===== config.mk =====
export PLATFORM = sky130hd
export DESIGN_NAME = xfer_progress
export DESIGN_NICKNAME = d
export VERILOG_FILES = /design/src/rtl/xfer_progress_pkg.sv /design/src/rtl/xfer_count.sv /design/src/rtl/xfer_shadow.sv /design/src/rtl/xfer_status.sv /design/src/rtl/xfer_progress.sv
export SDC_FILE = /design/constraint.sdc
export NUM_CORES = 1
export LEC_CHECK = 0
export BUFFER_PORTS_ARGS = -buffer_cell sky130_fd_sc_hd__clkbuf_2
export CAP_MARGIN = 20
export CORE_MARGIN = 2
export CORE_UTILIZATION = 40
export DETAILED_ROUTE_END_ITERATION = 8
export GPL_ROUTABILITY_DRIVEN = 0
export GPL_TIMING_DRIVEN = 0
export PLACE_DENSITY = 0.59
export SYNTH_ARGS = -nofsm -noshare
export SYNTH_HDL_FRONTEND = slang
export SYNTH_SLANG_ARGS = --single-unit

===== constraint.sdc =====
create_clock -name clk -period 4.25 [get_ports clk]
set_input_delay 0.425 -clock clk [delete_from_list [all_inputs] [get_ports clk]]
set_output_delay 0.425 -clock clk [all_outputs]
set_load 0.02 [all_outputs]

===== src/rtl/xfer_progress_pkg.sv =====
package xfer_progress_pkg;

    localparam int SEL_W = 3;

    typedef enum logic [SEL_W-1:0] {
        SEL_CNT_B0 = 3'd0,
        SEL_CNT_B1 = 3'd1,
        SEL_CNT_B2 = 3'd2,
        SEL_STCLR  = 3'd3,
        SEL_IRQEN  = 3'd4
    } reg_sel_e;

    typedef struct packed {
        logic wrap;
        logic done;
    } stat_t;

    typedef struct packed {
        logic       en;
        logic [1:0] amount;
    } step_t;

    function automatic logic [1:0] step_size(input logic wide);
        return wide ? 2'd2 : 2'd1;
    endfunction

endpackage


===== src/rtl/xfer_count.sv =====
module xfer_count
    import xfer_progress_pkg::*;
#(
    parameter int CNT_W = 24
) (
    input  logic                 clk,
    input  logic                 rst,
    input  logic                 wr_en,
    input  logic [SEL_W-1:0]     wr_sel,
    input  logic [7:0]           wr_data,
    input  logic                 zero_cnt,
    input  logic                 beat_done,
    input  logic                 wide,
    output logic [CNT_W-1:0]     cnt,
    output step_t                adv,
    output logic                 hit_zero,
    output logic                 borrow_ev
);
    localparam int NBYTE = CNT_W / 8;

    logic [NBYTE-1:0] byte_we;
    logic [CNT_W-1:0] load_val;
    logic             load;
    logic [CNT_W:0]   diff;

    for (genvar i = 0; i < NBYTE; i++) begin : g_byte
        assign byte_we[i] = wr_en && (wr_sel == SEL_W'(i));
        assign load_val[8*i +: 8] = byte_we[i] ? wr_data : cnt[8*i +: 8];
    end

    assign load = |byte_we;

    always_comb begin
        adv.en     = beat_done && !load && !zero_cnt;
        adv.amount = step_size(wide);
        diff       = {1'b0, cnt} - {{(CNT_W-1){1'b0}}, adv.amount};
    end

    assign borrow_ev = adv.en && diff[CNT_W];
    assign hit_zero  = adv.en && !diff[CNT_W] && (diff[CNT_W-1:0] == '0);

    always_ff @(posedge clk) begin
        if (rst) begin
            cnt <= '0;
        end else if (zero_cnt) begin
            cnt <= '0;
        end else if (load) begin
            cnt <= load_val;
        end else if (adv.en) begin
            cnt <= diff[CNT_W-1:0];
        end
    end
endmodule


===== src/rtl/xfer_shadow.sv =====
module xfer_shadow
    import xfer_progress_pkg::*;
#(
    parameter int ADDR_W = 32
) (
    input  logic              clk,
    input  logic              rst,
    input  step_t             adv,
    output logic [ADDR_W-1:0] addr
);
    always_ff @(posedge clk) begin
        if (rst) begin
            addr <= '0;
        end else if (adv.en) begin
            addr <= addr + ADDR_W'(adv.amount);
        end
    end
endmodule


===== src/rtl/xfer_status.sv =====
module xfer_status
    import xfer_progress_pkg::*;
(
    input  logic             clk,
    input  logic             rst,
    input  logic             wr_en,
    input  logic [SEL_W-1:0] wr_sel,
    input  logic [7:0]       wr_data,
    input  logic             set_done,
    input  logic             set_wrap,
    output stat_t            stat,
    output logic             irq
);
    stat_t en_q;
    stat_t clr;
    stat_t set;

    always_comb begin
        clr      = (wr_en && wr_sel == SEL_STCLR) ? stat_t'(wr_data[1:0]) : '0;
        set.done = set_done;
        set.wrap = set_wrap;
    end

    always_ff @(posedge clk) begin
        if (rst) begin
            stat <= '0;
            en_q <= '0;
        end else begin
            stat <= (stat & ~clr) | set;
            if (wr_en && wr_sel == SEL_IRQEN) begin
                en_q <= stat_t'(wr_data[1:0]);
            end
        end
    end

    assign irq = |(stat & en_q);
endmodule


===== src/rtl/xfer_progress.sv =====
module xfer_progress
    import xfer_progress_pkg::*;
#(
    parameter int CNT_W  = 24,
    parameter int ADDR_W = 32
) (
    input  logic              clk,
    input  logic              rst,
    input  logic              reg_we,
    input  logic [2:0]        reg_sel,
    input  logic [7:0]        reg_wdata,
    input  logic              zero_cnt,
    input  logic              beat_done,
    input  logic              wide_mode,
    output logic [CNT_W-1:0]  remain_cnt,
    output logic [ADDR_W-1:0] shadow_addr,
    output logic [1:0]        status,
    output logic              irq
);
    step_t adv;
    logic  hit_zero;
    logic  borrow_ev;
    stat_t stat;

    xfer_count #(.CNT_W(CNT_W)) i_count (
        .clk       (clk),
        .rst       (rst),
        .wr_en     (reg_we),
        .wr_sel    (reg_sel),
        .wr_data   (reg_wdata),
        .zero_cnt  (zero_cnt),
        .beat_done (beat_done),
        .wide      (wide_mode),
        .cnt       (remain_cnt),
        .adv       (adv),
        .hit_zero  (hit_zero),
        .borrow_ev (borrow_ev)
    );

    xfer_shadow #(.ADDR_W(ADDR_W)) i_shadow (
        .clk  (clk),
        .rst  (rst),
        .adv  (adv),
        .addr (shadow_addr)
    );

    xfer_status i_status (
        .clk      (clk),
        .rst      (rst),
        .wr_en    (reg_we),
        .wr_sel   (reg_sel),
        .wr_data  (reg_wdata),
        .set_done (hit_zero),
        .set_wrap (borrow_ev),
        .stat     (stat),
        .irq      (irq)
    );

    assign status = stat;
endmodule


After elaboration in Yosys (flattened, before gate mapping). Cells that the tools add are included.

Register bits after elaboration: 60. Bits in latches: 0. RAM bits: 0. Memory bits (read-only): 0. Output and inout port bits: 59. Memories kept: 0.

$add $sub $neg: 2. Multiply operators: 0. Div/mod/pow operators: 0. Order comparisons: 0. Equal/unequal tests: 7. Shifts and indexed selects: 0. Mux-type cells: 7. Bitwise operators: 4. Reductions and logical operators: 22.

Operators by type and width (count): 24-bit 2-to-1 mux (2); 32-bit by 2-bit adder with 32-bit output (1); 24-bit by 2-bit subtractor with 25-bit output (1); 24-bit zero test (1); 8-bit 2-to-1 mux (3); 1-bit logical AND (10); 3-bit by 2-bit equality test with 1-bit output, second input constant (2); 2-bit by 1-bit != test with 1-bit output, second input constant (3); 2-bit AND reduction (3); 2-bit AND (2); 2-bit 2-to-1 mux (2); 2-bit OR reduction (2); 3-bit by 1-bit equality test with 1-bit output, second input constant (1); 3-bit equality test, second input constant (1); 1-bit zero test (3); 3-bit zero test (1); 3-bit OR reduction (1); 2-bit inverter (1); 2-bit bitwise OR (1); 2-bit nonzero test (1).

Depth between registers and ports, before layout.
Depth in word-level cells: 9. Depth in mapped cells: 10. Mapped depth without buffers: 9.

By module. A second synthesis with hierarchy kept.

Cell total of the unflattened synthesis: 476. Area total of the unflattened synthesis: 3724.8 µm².

Modules (own cells, without submodules): xfer_count (times used 1, cells an instance 272, area each 1958.1 µm², sequential area each 480.5 µm²); xfer_shadow (times used 1, cells an instance 185, area each 1577.8 µm², sequential area each 640.6 µm²); xfer_status (times used 1, cells an instance 19, area each 188.9 µm², sequential area each 80.1 µm²).

Worst setup path before layout. Ideal clock, no wire load.

Path kind: input to register. Start point: input port wide_mode. End point: register i_count.cnt[22]. Setup time: 79 ps. Arrival: 2749 ps. Data required time: 4171 ps. Path slack: 1422 ps. Stages: 10. Buffers on the path: 1. Cell sequence: inv_1 ha_1 fa_1 or4b_4 or2_1 buf_6 or4_4 o21ai_2 a21oi_1 a211oi_2.

Word-level cells in the longest chain between the ends: 4.

Ends and longest elaborated chain: start, declared (line xfer_progress.sv:14) `input logic wide_mode,`; 2-bit 2-to-1 mux (line xfer_progress_pkg.sv:24) `return wide ? 2'd2 : 2'd1;`; 24-bit by 2-bit subtractor with 25-bit output (line xfer_count.sv:36) `diff = {1'b0, cnt} - {{(CNT_W-1){1'b0}}, adv.amount};`; 24-bit 2-to-1 mux (line xfer_count.sv:49) `end else if (adv.en) begin`; 24-bit 2-to-1 mux (line xfer_count.sv:47) `end else if (load) begin`; end signal, assigned (line xfer_count.sv:48) `cnt <= load_val;`; end signal, assigned (line xfer_count.sv:50) `cnt <= diff[CNT_W-1:0];`; end, declared (line xfer_count.sv:14) `output logic [CNT_W-1:0] cnt,`.

No other way between the ends. The select of a mux whose other input is x is not followed. A chain may end at the register's enable or synchronous reset.

Final worst setup path. Ends and elaborated chain as after synthesis.

==> insert_results.sql <==
INSERT INTO impl_metrics (metric_group, metric, value, unit) VALUES
('global_route', 'grt.overflow.total', '0', ''),
('synth', 'syn_inst', '444', ''),
('die', 'starting_density', '0.416', ''),
('synth', 'synth_top_flop_cell', 'sky130_fd_sc_hd__dfxtp_1', ''),
('die', 'ioPinCount', '76', ''),
('timing', 'fin_worst_hold_slack', '0.410', 'ns'),
('placed_design', 'numPortBuffers', '74', ''),
('die', 'die_extent_in_x', '96.6', 'µm'),
('worst_hold_path', 'hold_end', 'i_status.en_q[0]', ''),
('clock_network', 'clock_tree.htree_level_count', '3', ''),
('clock_network', 'clk_path_buf_depth', '2', ''),
('placed_design', 'place_hpwl', '7.58', 'mm'),
('flow_run', 'drv_cap', '0', ''),
('synth', 'ys_async_sr_fraction', '0', ''),
('global_route', 'grt_pass1_wl', '16.6', 'mm'),
('placed_design', 'placed_cells', '623', ''),
('synth', 'synth-warning-count', '0', ''),
('worst_setup_path', 'r2r_setup_slack', '1.42', 'ns'),
('timing', 'final_clock_period_utilization_by_the_worst_path', '0.671', ''),
('worst_setup_path', 'cp_depth', '11', ''),
('timing', 'final_setup_violation_count', '0', ''),
('pwr', 'power.density_cell_area', '325', 'nW/µm²'),
('worst_setup_path', 'logic_depth_of_the_worst_register_to_register_path', '10', ''),
('drt', 'final_antenna_net_count', '0', ''),
('synth', 'synth_top_area_frac', '0.350', ''),
('clock_network', 'clock_root_buffer_master', 'sky130_fd_sc_hd__clkbuf_8', ''),
('worst_setup_path', 'cp.required', '4.52', 'ns'),
('synth', 'synth_top_cells_by_area', 'sky130_fd_sc_hd__dfxtp_1 35%, sky130_fd_sc_hd__nor2_1 7.7%, sky130_fd_sc_hd__nand2_1 4.8%', ''),
('timing', 'rsz0062_at_grt', 'false', ''),
('worst_setup_path', 'setup.worst_path.end_class', 'flop', ''),
('worst_setup_path', 'worstPathArrival', '3.12', 'ns'),
('outcome', 'outcome', 'complete, no violations', ''),
('clock_network', 'clock_insertion_delay_worst_skew', '0.34', 'ns'),
('layout', 'post_route_cells_drive_above_1_share', '0.192', ''),
('clock_network', 'ctsHoldBuffers', '0', ''),
('synth', 'synth_common_cells', '70 x sky130_fd_sc_hd__nor2_1, 60 x sky130_fd_sc_hd__dfxtp_1, 44 x sky130_fd_sc_hd__nand2_1', ''),
('synth', 'seq_area_frac_synth', '0.350', ''),
('global_route', 'first_global_vias', '3314', ''),
('worst_setup_path', 'worst_r2r_startpoint', 'i_count.cnt[0]', ''),
('synth', 'synth-edff-count', '0', ''),
('layout', 'finish.utilization', '0.496', ''),
('timing', 'fmax', '351', 'MHz'),
('die', 'core_area', '8260', 'µm²'),
('drt', 'wl_per_cell', '16.0', 'µm'),
('drt', 'drt_pass1_iterations', '5', ''),
('placed_design', 'place_worst_setup_slack', '1.05', 'ns'),
('worst_setup_path', 'cp_top_family', 'simple AND/OR/NAND/NOR gates', ''),
('worst_setup_path', 'worstPathCellList', 'clkbuf_2 > inv_1 > ha_1 > fa_1 > or4b_4 > or2_1 > buf_6 > or4_4 > o21ai_2 > a21oi_1 > a211oi_2', ''),
('worst_setup_path', 'worstReg2RegEnd', 'i_count.cnt[22]', ''),
('timing', 'fin_clk_skew', '0.00665', 'ns'),
('worst_hold_path', 'hold_path.startpoint', 'reg_wdata[0]', ''),
('layout', 'design.final.nets', '552', ''),
('synth', 'synthesis.nets', '467', ''),
('timing', 'final-hold-violation-count', '0', ''),
('timing', 'final_ws_setup', '1.40', 'ns'),
('timing', 'tightest_slew', '0.766', 'ns'),
('clock_network', 'clock_buffers_created_by_tritoncts', '9', ''),
('global_route', 'grt_start_max_net_pins', '11', ''),
('pwr', 'leakagePower', '1.62', 'nW'),
('drt', 'vias_per_cell', '5.58', ''),
('timing', 'timing.final.max_slew_violations', '0', ''),
('global_route', 'grt.total_usage', '0.217', ''),
('drt', 'num_vias', '3554', ''),
('timing', 'totalNegativeSetupSlack', '0', 'ns'),
('worst_hold_path', 'holdCritPathClass', 'in2reg', ''),
('die', 'design.die.area', '9340', 'µm²'),
('synth', 'synthesis.area', '3430', 'µm²'),
('worst_setup_path', 'worst-setup-path-type', 'in2reg', ''),
('worst_setup_path', 'cp_max_fo', '8', ''),
('worst_setup_path', 'worst-path-buf-inv', '3', ''),
('drt', 'detailedRoute.firstIterationViolations', '218', '');
==> cell type report <==
class	instances	area, µm²	area share
Multi-Input combinational cell	348	2070	0.506
Clock inverter	4	27.5	0.00672
Buffer	23	109	0.0266
Inverter	13	48.8	0.0119
Tap cell	105	131	0.0321
Clock buffer	10	138	0.0336
Sequential cell	60	1200	0.293
Timing Repair Buffer	74	370	0.0904
==> power by group <==
part / switching, mW / internal (mW)
logic: 0.180 / 0.111
registers: 0.0151 / 0.573
clock network: 0.234 / 0.219
total: 0.429 / 0.904
==> per-stage QoR <==
step	total power, mW	area, µm²
3_5_place_dp	0.886	3930
4_1_cts	1.33	4100
3_3_place_gp	0.884	3930
2_1_floorplan	0.808	3430
6_report	1.33	4100
5_1_grt	1.40	4100
==> placed cells by master (no fill, tap or decap), drive strengths merged, types with 5 or more instances in the layout <==
cell,synthesis,layout
a21o,5,5
a21oi,27,27
a22oi,11,11
and3,8,8
clkbuf,20,104
dfxtp,60,60
inv,13,13
nand2,44,44
nand3,12,12
nand4,15,15
nor2,70,70
nor3,10,10
nor4,7,7
o21ai,28,28
o31ai,8,8
or2,5,5
or3,6,6
xnor2,16,16
xor2,13,13
==> sequential cells by signal, indices dropped and copies added (netlist names) <==
| signal | cells |
|---|---|
| i_shadow.addr | 32 |
| i_count.cnt | 24 |
| i_status.stat | 2 |
| i_status.en_q | 2 |
==> worst register-to-register path, stage by stage (launching register included) <==
cell and delay, ns:
sky130_fd_sc_hd__dfxtp_1 0.33, sky130_fd_sc_hd__inv_1 0.06, sky130_fd_sc_hd__ha_1 0.16, sky130_fd_sc_hd__fa_1 0.32
sky130_fd_sc_hd__or4b_4 0.52, sky130_fd_sc_hd__or2_1 0.26, sky130_fd_sc_hd__buf_6 0.14, sky130_fd_sc_hd__or4_4 0.58
sky130_fd_sc_hd__o21ai_2 0.13, sky130_fd_sc_hd__a21oi_1 0.08, sky130_fd_sc_hd__a211oi_2 0.19
==> cells by family after synthesis <==
kind of cell,count (synthesis),share of synthesized area
compound gates,107,0.201
xor+xnor,29,0.0740
fa+ha+maj,6,0.0262
buf+inv,36,0.0459
flops,60,0.350
mux,3,0.00875
simple gates,203,0.294
==> worst max path at each step <==
stage	slack [ns]	to	start
2_1_floorplan	1.42	i_count.cnt[22]	wide_mode
3_3_place_gp	1.08	i_count.cnt[22]	wide_mode
3_5_place_dp	1.05	i_count.cnt[22]	wide_mode
4_1_cts	1.41	i_count.cnt[22]	wide_mode
5_1_grt	1.26	i_count.cnt[22]	wide_mode
6_report	1.40	i_count.cnt[22]	wide_mode
==> routing by layer <==
metal  wire length (µm)  track usage  up-vias
li1                   -            -     1759
met1               4440        0.278     1653
met2               4720        0.356      121
met3                790       0.0491       21
met4                231       0.0791        0
met5                  0            0        -
Note: power is estimated with default switching activity, not from simulation.
